===== config.mk =====
export PLATFORM = sky130hd
export DESIGN_NAME = wb_xlat_decoder
export DESIGN_NICKNAME = d
export VERILOG_FILES = /design/src/rtl/wbdec_pkg.sv /design/src/rtl/wbdec_window.sv /design/src/rtl/wbdec_lane.sv /design/src/rtl/wb_xlat_decoder.sv
export SDC_FILE = /design/constraint.sdc
export NUM_CORES = 1
export LEC_CHECK = 0
export ABC_AREA = 1
export BUFFER_PORTS_ARGS = -buffer_cell sky130_fd_sc_hd__clkbuf_2
export CAP_MARGIN = 20
export CORE_AREA = 2 2 145 147
export DETAILED_ROUTE_END_ITERATION = 8
export DIE_AREA = 0 0 147 149
export PLACE_DENSITY = 0.51
export SLEW_MARGIN = 5
export SYNTH_ARGS = -nofsm -noshare
export SYNTH_HDL_FRONTEND = slang
export SYNTH_HIERARCHICAL = 1
export SYNTH_SLANG_ARGS = --single-unit

===== constraint.sdc =====
create_clock -name vclk -period 1.6
set_clock_uncertainty 0.1 [all_clocks]
set_input_delay 0.16 -clock vclk [all_inputs]
set_output_delay 0.16 -clock vclk [all_outputs]
set_load 0.02 [all_outputs]

===== src/rtl/wbdec_pkg.sv =====
package wbdec_pkg;
  localparam int unsigned CTI_W = 3;
  localparam int unsigned BTE_W = 2;

  typedef struct packed {
    logic ack;
    logic err;
    logic rty;
    logic stall;
  } wbdec_rsp_t;
endpackage


===== src/rtl/wbdec_window.sv =====
module wbdec_window #(
  parameter int unsigned ADDR_W    = 19,
  parameter int unsigned WIN_AW    = 7,
  parameter int unsigned BASE_WORD = 0
) (
  input  logic [ADDR_W-1:0] adr_i,
  output logic              hit_o,
  output logic [ADDR_W-1:0] off_o
);
  localparam logic [ADDR_W-1:0] BASE_V = ADDR_W'(BASE_WORD);
  localparam logic [ADDR_W-1:0] MASK   = (ADDR_W'(1) << WIN_AW) - ADDR_W'(1);

  // base is aligned to the window, so compare only the bits above it
  assign hit_o = (adr_i >> WIN_AW) == (BASE_V >> WIN_AW);
  assign off_o = adr_i & MASK;
endmodule


===== src/rtl/wbdec_lane.sv =====
module wbdec_lane
  import wbdec_pkg::*;
#(
  parameter int unsigned DATA_W    = 32,
  parameter int unsigned GRAN      = 16,
  parameter int unsigned MIN_GRAN  = 8,
  parameter int unsigned SUB_GRAN  = 16,
  parameter int unsigned SUB_DW    = 32,
  parameter bit          SPARSE    = 1'b0,
  parameter bit          HAS_ERR   = 1'b1,
  parameter bit          HAS_RTY   = 1'b1,
  parameter bit          HAS_STALL = 1'b1,
  localparam int unsigned SEL_W    = DATA_W / GRAN,
  localparam int unsigned SSEL_W   = DATA_W / MIN_GRAN
) (
  input  logic [SEL_W-1:0]  sel_i,
  input  logic [DATA_W-1:0] sub_dat_i,
  input  logic              ack_i,
  input  logic              err_i,
  input  logic              rty_i,
  input  logic              stall_i,
  output logic [SSEL_W-1:0] sub_sel_o,
  output logic [DATA_W-1:0] rdat_o,
  output wbdec_rsp_t        rsp_o
);
  logic unused_lane;
  assign unused_lane = ^{sel_i, sub_dat_i, err_i, rty_i, stall_i};

  if (SPARSE) begin : g_sparse
    assign sub_sel_o = SSEL_W'(sel_i[0]);
    assign rdat_o    = DATA_W'(sub_dat_i[SUB_DW-1:0]);
  end else begin : g_dense
    localparam int unsigned REP = GRAN / SUB_GRAN;
    logic [SEL_W*REP-1:0] sel_x;
    for (genvar i = 0; i < SEL_W; i++) begin : g_lane
      for (genvar j = 0; j < REP; j++) begin : g_rep
        assign sel_x[i*REP+j] = sel_i[i];
      end
    end
    assign sub_sel_o = SSEL_W'(sel_x);
    assign rdat_o    = sub_dat_i;
  end

  assign rsp_o.ack   = ack_i;
  assign rsp_o.err   = HAS_ERR ? err_i : 1'b0;
  assign rsp_o.rty   = HAS_RTY ? rty_i : 1'b0;
  // classic subordinate: holds the initiator until it acknowledges
  assign rsp_o.stall = HAS_STALL ? stall_i : ~ack_i;
endmodule


===== src/rtl/wb_xlat_decoder.sv =====
module wb_xlat_decoder
  import wbdec_pkg::*;
#(
  parameter int unsigned ADDR_W   = 19,
  parameter int unsigned DATA_W   = 32,
  parameter int unsigned GRAN     = 16,
  parameter int unsigned MIN_GRAN = 8,
  parameter int unsigned N_SUB    = 4,
  parameter int unsigned SUB_BASE  [N_SUB] = '{32'h10000, 32'h20000, 32'h30000, 32'h40000},
  parameter int unsigned SUB_AW    [N_SUB] = '{7, 6, 8, 8},
  parameter int unsigned SUB_GRAN  [N_SUB] = '{16, 8, 16, 8},
  parameter int unsigned SUB_DW    [N_SUB] = '{32, 32, 16, 8},
  parameter bit          SUB_SPARSE[N_SUB] = '{1'b0, 1'b0, 1'b1, 1'b1},
  parameter bit          SUB_ERR   [N_SUB] = '{1'b1, 1'b0, 1'b1, 1'b0},
  parameter bit          SUB_RTY   [N_SUB] = '{1'b1, 1'b0, 1'b0, 1'b0},
  parameter bit          SUB_STALL [N_SUB] = '{1'b1, 1'b0, 1'b0, 1'b0},
  localparam int unsigned SEL_W  = DATA_W / GRAN,
  localparam int unsigned SSEL_W = DATA_W / MIN_GRAN
) (
  input  logic                     cyc_i,
  input  logic                     stb_i,
  input  logic                     we_i,
  input  logic                     lock_i,
  input  logic [ADDR_W-1:0]        adr_i,
  input  logic [SEL_W-1:0]         sel_i,
  input  logic [DATA_W-1:0]        dat_i,
  input  logic [CTI_W-1:0]         cti_i,
  input  logic [BTE_W-1:0]         bte_i,
  output logic [DATA_W-1:0]        dat_o,
  output logic                     ack_o,
  output logic                     err_o,
  output logic                     rty_o,
  output logic                     stall_o,
  output logic [N_SUB-1:0]         sub_cyc_o,
  output logic                     sub_stb_o,
  output logic                     sub_we_o,
  output logic                     sub_lock_o,
  output logic [N_SUB*ADDR_W-1:0]  sub_adr_o,
  output logic [N_SUB*SSEL_W-1:0]  sub_sel_o,
  output logic [DATA_W-1:0]        sub_dat_o,
  output logic [CTI_W-1:0]         sub_cti_o,
  output logic [BTE_W-1:0]         sub_bte_o,
  input  logic [N_SUB*DATA_W-1:0]  sub_dat_i,
  input  logic [N_SUB-1:0]         sub_ack_i,
  input  logic [N_SUB-1:0]         sub_err_i,
  input  logic [N_SUB-1:0]         sub_rty_i,
  input  logic [N_SUB-1:0]         sub_stall_i
);
  logic [N_SUB-1:0]  hit;
  logic [N_SUB-1:0]  pick;
  logic [DATA_W-1:0] rdat  [N_SUB];
  wbdec_rsp_t        rsp_v [N_SUB];
  wbdec_rsp_t        rsp;

  assign sub_stb_o  = stb_i;
  assign sub_we_o   = we_i;
  assign sub_lock_o = lock_i;
  assign sub_dat_o  = dat_i;
  assign sub_cti_o  = cti_i;
  assign sub_bte_o  = bte_i;

  for (genvar g = 0; g < N_SUB; g++) begin : g_sub
    localparam int unsigned BASE_WORD = SUB_BASE[g] / SEL_W;

    wbdec_window #(
      .ADDR_W   (ADDR_W),
      .WIN_AW   (SUB_AW[g]),
      .BASE_WORD(BASE_WORD)
    ) i_window (
      .adr_i(adr_i),
      .hit_o(hit[g]),
      .off_o(sub_adr_o[g*ADDR_W +: ADDR_W])
    );

    wbdec_lane #(
      .DATA_W   (DATA_W),
      .GRAN     (GRAN),
      .MIN_GRAN (MIN_GRAN),
      .SUB_GRAN (SUB_GRAN[g]),
      .SUB_DW   (SUB_DW[g]),
      .SPARSE   (SUB_SPARSE[g]),
      .HAS_ERR  (SUB_ERR[g]),
      .HAS_RTY  (SUB_RTY[g]),
      .HAS_STALL(SUB_STALL[g])
    ) i_lane (
      .sel_i    (sel_i),
      .sub_dat_i(sub_dat_i[g*DATA_W +: DATA_W]),
      .ack_i    (sub_ack_i[g]),
      .err_i    (sub_err_i[g]),
      .rty_i    (sub_rty_i[g]),
      .stall_i  (sub_stall_i[g]),
      .sub_sel_o(sub_sel_o[g*SSEL_W +: SSEL_W]),
      .rdat_o   (rdat[g]),
      .rsp_o    (rsp_v[g])
    );
  end

  // lowest index wins if windows overlap
  always_comb begin
    logic taken;
    pick  = '0;
    taken = 1'b0;
    for (int k = 0; k < N_SUB; k++) begin
      if (hit[k] && !taken) begin
        pick[k] = 1'b1;
        taken   = 1'b1;
      end
    end
  end

  assign sub_cyc_o = cyc_i ? pick : '0;

  always_comb begin
    dat_o = '0;
    rsp   = '0;
    for (int k = 0; k < N_SUB; k++) begin
      if (sub_cyc_o[k]) begin
        dat_o = dat_o | rdat[k];
        rsp   = wbdec_rsp_t'(rsp | rsp_v[k]);
      end
    end
  end

  assign ack_o   = rsp.ack;
  assign err_o   = rsp.err;
  assign rty_o   = rsp.rty;
  assign stall_o = rsp.stall;
endmodule


==> results_dict.tcl, run 1 <==
set metrics [dict create \
    drv_cap 0 \
    drt_wl_total_um 12000 \
    switching_share_pct 63.4 \
    outcome "finished with violations" \
    layout-drive-gt1-share_pct 51.2 \
    viasPerCell 3.64 \
    clock_buffers 0 \
    placed_cells 900 \
    net-switching-power_mw 0.261 \
    crit_required_ns 1.34 \
    violations "setup timing" \
    place_hpwl_um 8590 \
    nets 851 \
    ys_seq_area_share_pct 0 \
    grt_max_degree 24 \
    rsz0062_at_grt "true" \
    dieArea_um2 21900 \
    grt_overflow_total 0 \
    critPathMaxFanout 7 \
    finalSetupViolations 38 \
    die_h_um 149 \
    avgSynthCellArea_um2 5.82 \
    final_antenna_net_count 0 \
    arrival_ns 1.53 \
    ys_warn_count 6 \
    hold_viol 0 \
    worst_slack_ns -0.188 \
    core_region_area_um2 20600 \
    grtUsageTotal_pct 8.71 \
    num_rows 53 \
    p_total_mw 0.411 \
    fillCellCount 2325 \
    wl_per_cell_um 13.1 \
    timing.fmax_mhz 559 \
    top_usage_layer "met2" \
    combPwrFrac_pct 100.0 \
    syn_area_um2 3750 \
    firstDrtPassIters 4 \
    diodes 0 \
    min_period_ns 1.79 \
    whs_ns 0.220 \
    p_per_area_nw_per_um2 91.1 \
    grt_first_pass_wirelength_um 15300 \
    dieWidth_um 147 \
    final_core_utilization_pct 22.0 \
    grtUsageMet2_pct 17.1 \
    grt_antenna_before_repair 0 \
    leakage_nw 2.68 \
    intPower_mw 0.151 \
    ios 378 \
    grt_pass1_vias 2882 \
    hold_path.class "primary input to primary output" \
    fin_cells 918 \
    drv_slew 0 \
    yosysUniqueCellTypes 16 \
    crit_type "primary input to primary output" \
    power_frac_clock_pct 0 \
    seqPwrFrac_pct 0 \
    use_met3_pct 1.28 \
    finalCritPeriodShare_pct 112 \
    met1_usage_pct 9.23 \
    drt-initial-drc-count 67 \
    ctsHoldBuffers 0 \
    drc_errors 0 \
    seq_cells 0 \
    area_delta_synth_final_pct 20.5 \
    via_count 3337 \
    ff_latch_area_um2 0 \
    ir_drop_v 0.0000565 \
    syn_inst 644 \
    routabilityCongestion 0.761 \
    start_kind "primary input" \
    initial_utilization_pct 18.2 \
    portBuffers 155 \
    cp-end-kind "primary output" \
]
logic make-up (layout without fill, tap and decap cells):
family / Yosys count / in the layout / share of synthesized area, %
other cells: 8 / 100 / 0.801
buf+inv: 370 / 277 / 65.6
simple gates: 266 / 266 / 33.6
synthesized netlist by cell type, drive strengths merged:
cell    number  share of area (%)
nand4       72                 12
buf        293                 58
inv         68                6.8
nand3       37                4.9
nor3         1               0.13
clkbuf       6               0.60
nor2        22                3.1
conb         8               0.80
clkinv       3               0.30
nand2      134                 13
what timing repair did:
item,4_1_cts,5_1_grt
pin swaps,1,50
endpoints found under the setup margin,40,40
cloned,0,6
resized for setup,74,231
buffers inserted,3,11
through the flow:
step / worst slack, ns / instance area (um2) / setup TNS [ns]
after detailed placement: -0.373 / 3360 / -8.90
final: -0.188 / 4520 / -4.13
after global placement: -0.328 / 3360 / -7.99
after floorplan: 0.0133 / 4090 / 0
after CTS: -0.219 / 3700 / -5.82
after global routing: -0.251 / 4520 / -7.02
final timing paths:
| kind | start | endpoint | cells after the start |
|---|---|---|---|
| hold / removal | dat_i[31] | sub_dat_o[31] | 0 |
| setup / recovery | adr_i[11] | dat_o[2] | 14 |
placed cells by master (no fill, tap or decap):
| cell type | Yosys | routed |
|---|---|---|
| nor2_4 | 1 | 5 |
| buf_12 | 0 | 6 |
| buf_4 | 273 | 28 |
| nor2_8 | 1 | 1 |
| clkbuf_2 | 0 | 106 |
| nor2_2 | 4 | 5 |
| nand4_1 | 72 | 72 |
| conb_1 | 8 | 100 |
| inv_2 | 2 | 18 |
| buf_8 | 0 | 26 |
| buf_6 | 3 | 34 |
| clkinv_1 | 3 | 1 |
| nand3_2 | 0 | 30 |
| inv_4 | 0 | 2 |
| nand2_2 | 0 | 38 |
| clkinv_8 | 0 | 1 |
| nor2_1 | 16 | 11 |
| nand2_4 | 0 | 17 |
| nand2_1 | 134 | 79 |
| nand3_1 | 37 | 1 |
| clkbuf_8 | 0 | 1 |
| inv_1 | 66 | 49 |
| nor3_1 | 1 | 1 |
| nand3_4 | 0 | 6 |
| clkbuf_16 | 0 | 5 |
power groups by stage:
| stage | registers, mW | logic [mW] | clock network (mW) |
|---|---|---|---|
| final | 0 | 0.411 | 0 |
| after global routing | 0 | 0.451 | 0 |
| after CTS | 0 | 0.366 | 0 |
| after detailed placement | 0 | 0.351 | 0 |
| after global placement | 0 | 0.351 | 0 |
| after floorplan | 0 | 0.798 | 0 |
area by class of cell:
class	count	area (um2)	area share, %
multi-input combinational	366	2120	46.8
timing repair buffer	206	1770	39.3
tap	275	344	7.62
inverter	71	284	6.29
routing by layer:
metal	vias up	wire length [um]
met3	42	850
met2	159	6200
li1	1647	-
met5	-	0
met1	1489	4400
met4	0	531
critical path, stage by stage:
cell and delay, ns:
buf_8 0.10, inv_2 0.04, nand2_2 0.04, nor2_2 0.12, nand2_2 0.08, nor2_4 0.22, buf_6 0.14, nor2_4 0.04
inv_4 0.07, nor2_8 0.06, clkbuf_16 0.18, nand2_4 0.07, nand3_2 0.07, buf_6 0.14
Power figures use the tool's default switching activity.
==> run 2, diff against run 1 <==
- PLACE_DENSITY: 0.51 -> unset
- PLACE_DENSITY_LB_ADDON: unset -> 0.15
- SLEW_MARGIN: 5 -> 15
==> results_dict.tcl, run 2 (synthesis results as in run 1) <==
set metrics [dict create \
    outcome "finished with violations" \
    violations "setup timing" \
    drt_wl_total_um 11300 \
    min_period_ns 1.75 \
    num_rows 53 \
    final_cell_mix "105 x clkbuf_2, 100 x conb_1, 87 x nand2_1" \
    net-switching-power_mw 0.254 \
    arrival_ns 1.49 \
    seqPwrFrac_pct 0 \
    cp-end-kind "primary output" \
    leakage_nw 2.60 \
    portBuffers 155 \
    p_total_mw 0.398 \
    rsz0062_at_grt "true" \
    drt-initial-drc-count 62 \
    grt_overflow_total 0 \
    dieArea_um2 21900 \
    drv_slew 0 \
    power_frac_clock_pct 0 \
    combPwrFrac_pct 100.0 \
    fin_cells 908 \
    die_h_um 149 \
    ios 378 \
    grt_max_degree 22 \
    finalCritPeriodShare_pct 109 \
    routabilityCongestion 0.711 \
    drv_cap 0 \
    crit_type "primary input to primary output" \
    whs_ns 0.220 \
    area_delta_synth_final_pct 15.5 \
    drc_errors 0 \
    ff_latch_area_um2 0 \
    grtUsageTotal_pct 8.75 \
    placed_cells 898 \
    core_region_area_um2 20600 \
    grt_first_pass_wirelength_um 15600 \
    grt_antenna_before_repair 0 \
    timing.fmax_mhz 573 \
    layout_commonest_cell "clkbuf_2" \
    clock_buffers 0 \
    worst_slack_ns -0.146 \
    switching_share_pct 63.7 \
    placed_area_um2 3350 \
    seq_cells 0 \
    wl_per_cell_um 12.4 \
    final_antenna_net_count 0 \
    viasPerCell 3.50 \
    diodes 0 \
    p_per_area_nw_per_um2 92.0 \
    intPower_mw 0.144 \
    final_area_um2 4330 \
    firstDrtPassIters 4 \
    hold_path.class "primary input to primary output" \
    ir_drop_v 0.0000558 \
    ctsHoldBuffers 0 \
    place_hpwl_um 8630 \
    via_count 3174 \
    initial_utilization_pct 18.2 \
    start_kind "primary input" \
    fin_setup_tns_ns -3.05 \
    crit_required_ns 1.34 \
    dieWidth_um 147 \
    critPathMaxFanout 8 \
    hold_viol 0 \
    nets 841 \
    layout-drive-gt1-share_pct 48.2 \
    finalSetupViolations 38 \
    grt_pass1_vias 2942 \
]
-- run 2: worst max-delay path, cell delays in order --
cell and delay (ns):
buf_6 0.10, inv_1 0.05, nand2_2 0.05, nor2_2 0.10, nand2_2 0.07, nor2_4 0.19
buf_6 0.13, nor2_4 0.04, inv_4 0.09, nor2_8 0.06, clkbuf_16 0.18, nand2_2 0.07
nand3_2 0.07, buf_8 0.13
-- run 2: cell type report --
| cell class | instances | area, um2 |
|---|---|---|
| multi-input combinational | 366 | 2070 |
| timing repair buffer | 196 | 1630 |
| tap | 275 | 344 |
| fill | 2429 | 16200 |
| inverter | 71 | 282 |
-- run 2: worst paths after layout --
kind | start | end | slack, ns | cells after the start
worst max-delay path | adr_i[16] | dat_o[1] | -0.15 | 14
worst min-delay path | dat_i[11] | sub_dat_o[11] | 0.22 | 0
-- run 2: metal layers --
layer  track usage (%)  up-vias  part of all wire (%)
met5                 0        -                     0
met4              2.50        0                   3.6
met3              1.59       39                   8.1
met2              15.2      147                    46
met1              11.1     1359                    42
li1                  -     1629                     -
-- run 2: repair_timing --
item / in CTS / in global routing
buffers inserted: 1 / 5
gates resized for setup: 59 / 223
gates cloned: 0 / 5
setup endpoints to repair: 39 / 40
pin swaps: 2 / 35
-- run 2: stage by stage --
step                      util [%]  setup slack, ns
after floorplan                  -           0.0133
after global routing          21.1           -0.283
after CTS                     17.3           -0.234
final                         21.1           -0.146
after global placement        16.3           -0.346
after detailed placement      16.3           -0.306
-- run 2: power groups by stage --
stage | Clock [mW] | Combinational [mW] | Sequential [mW]
finish | 0 | 0.398 | 0
floorplan | 0 | 0.798 | 0
detailed placement | 0 | 0.352 | 0
global route | 0 | 0.441 | 0
CTS | 0 | 0.358 | 0
global placement | 0 | 0.355 | 0
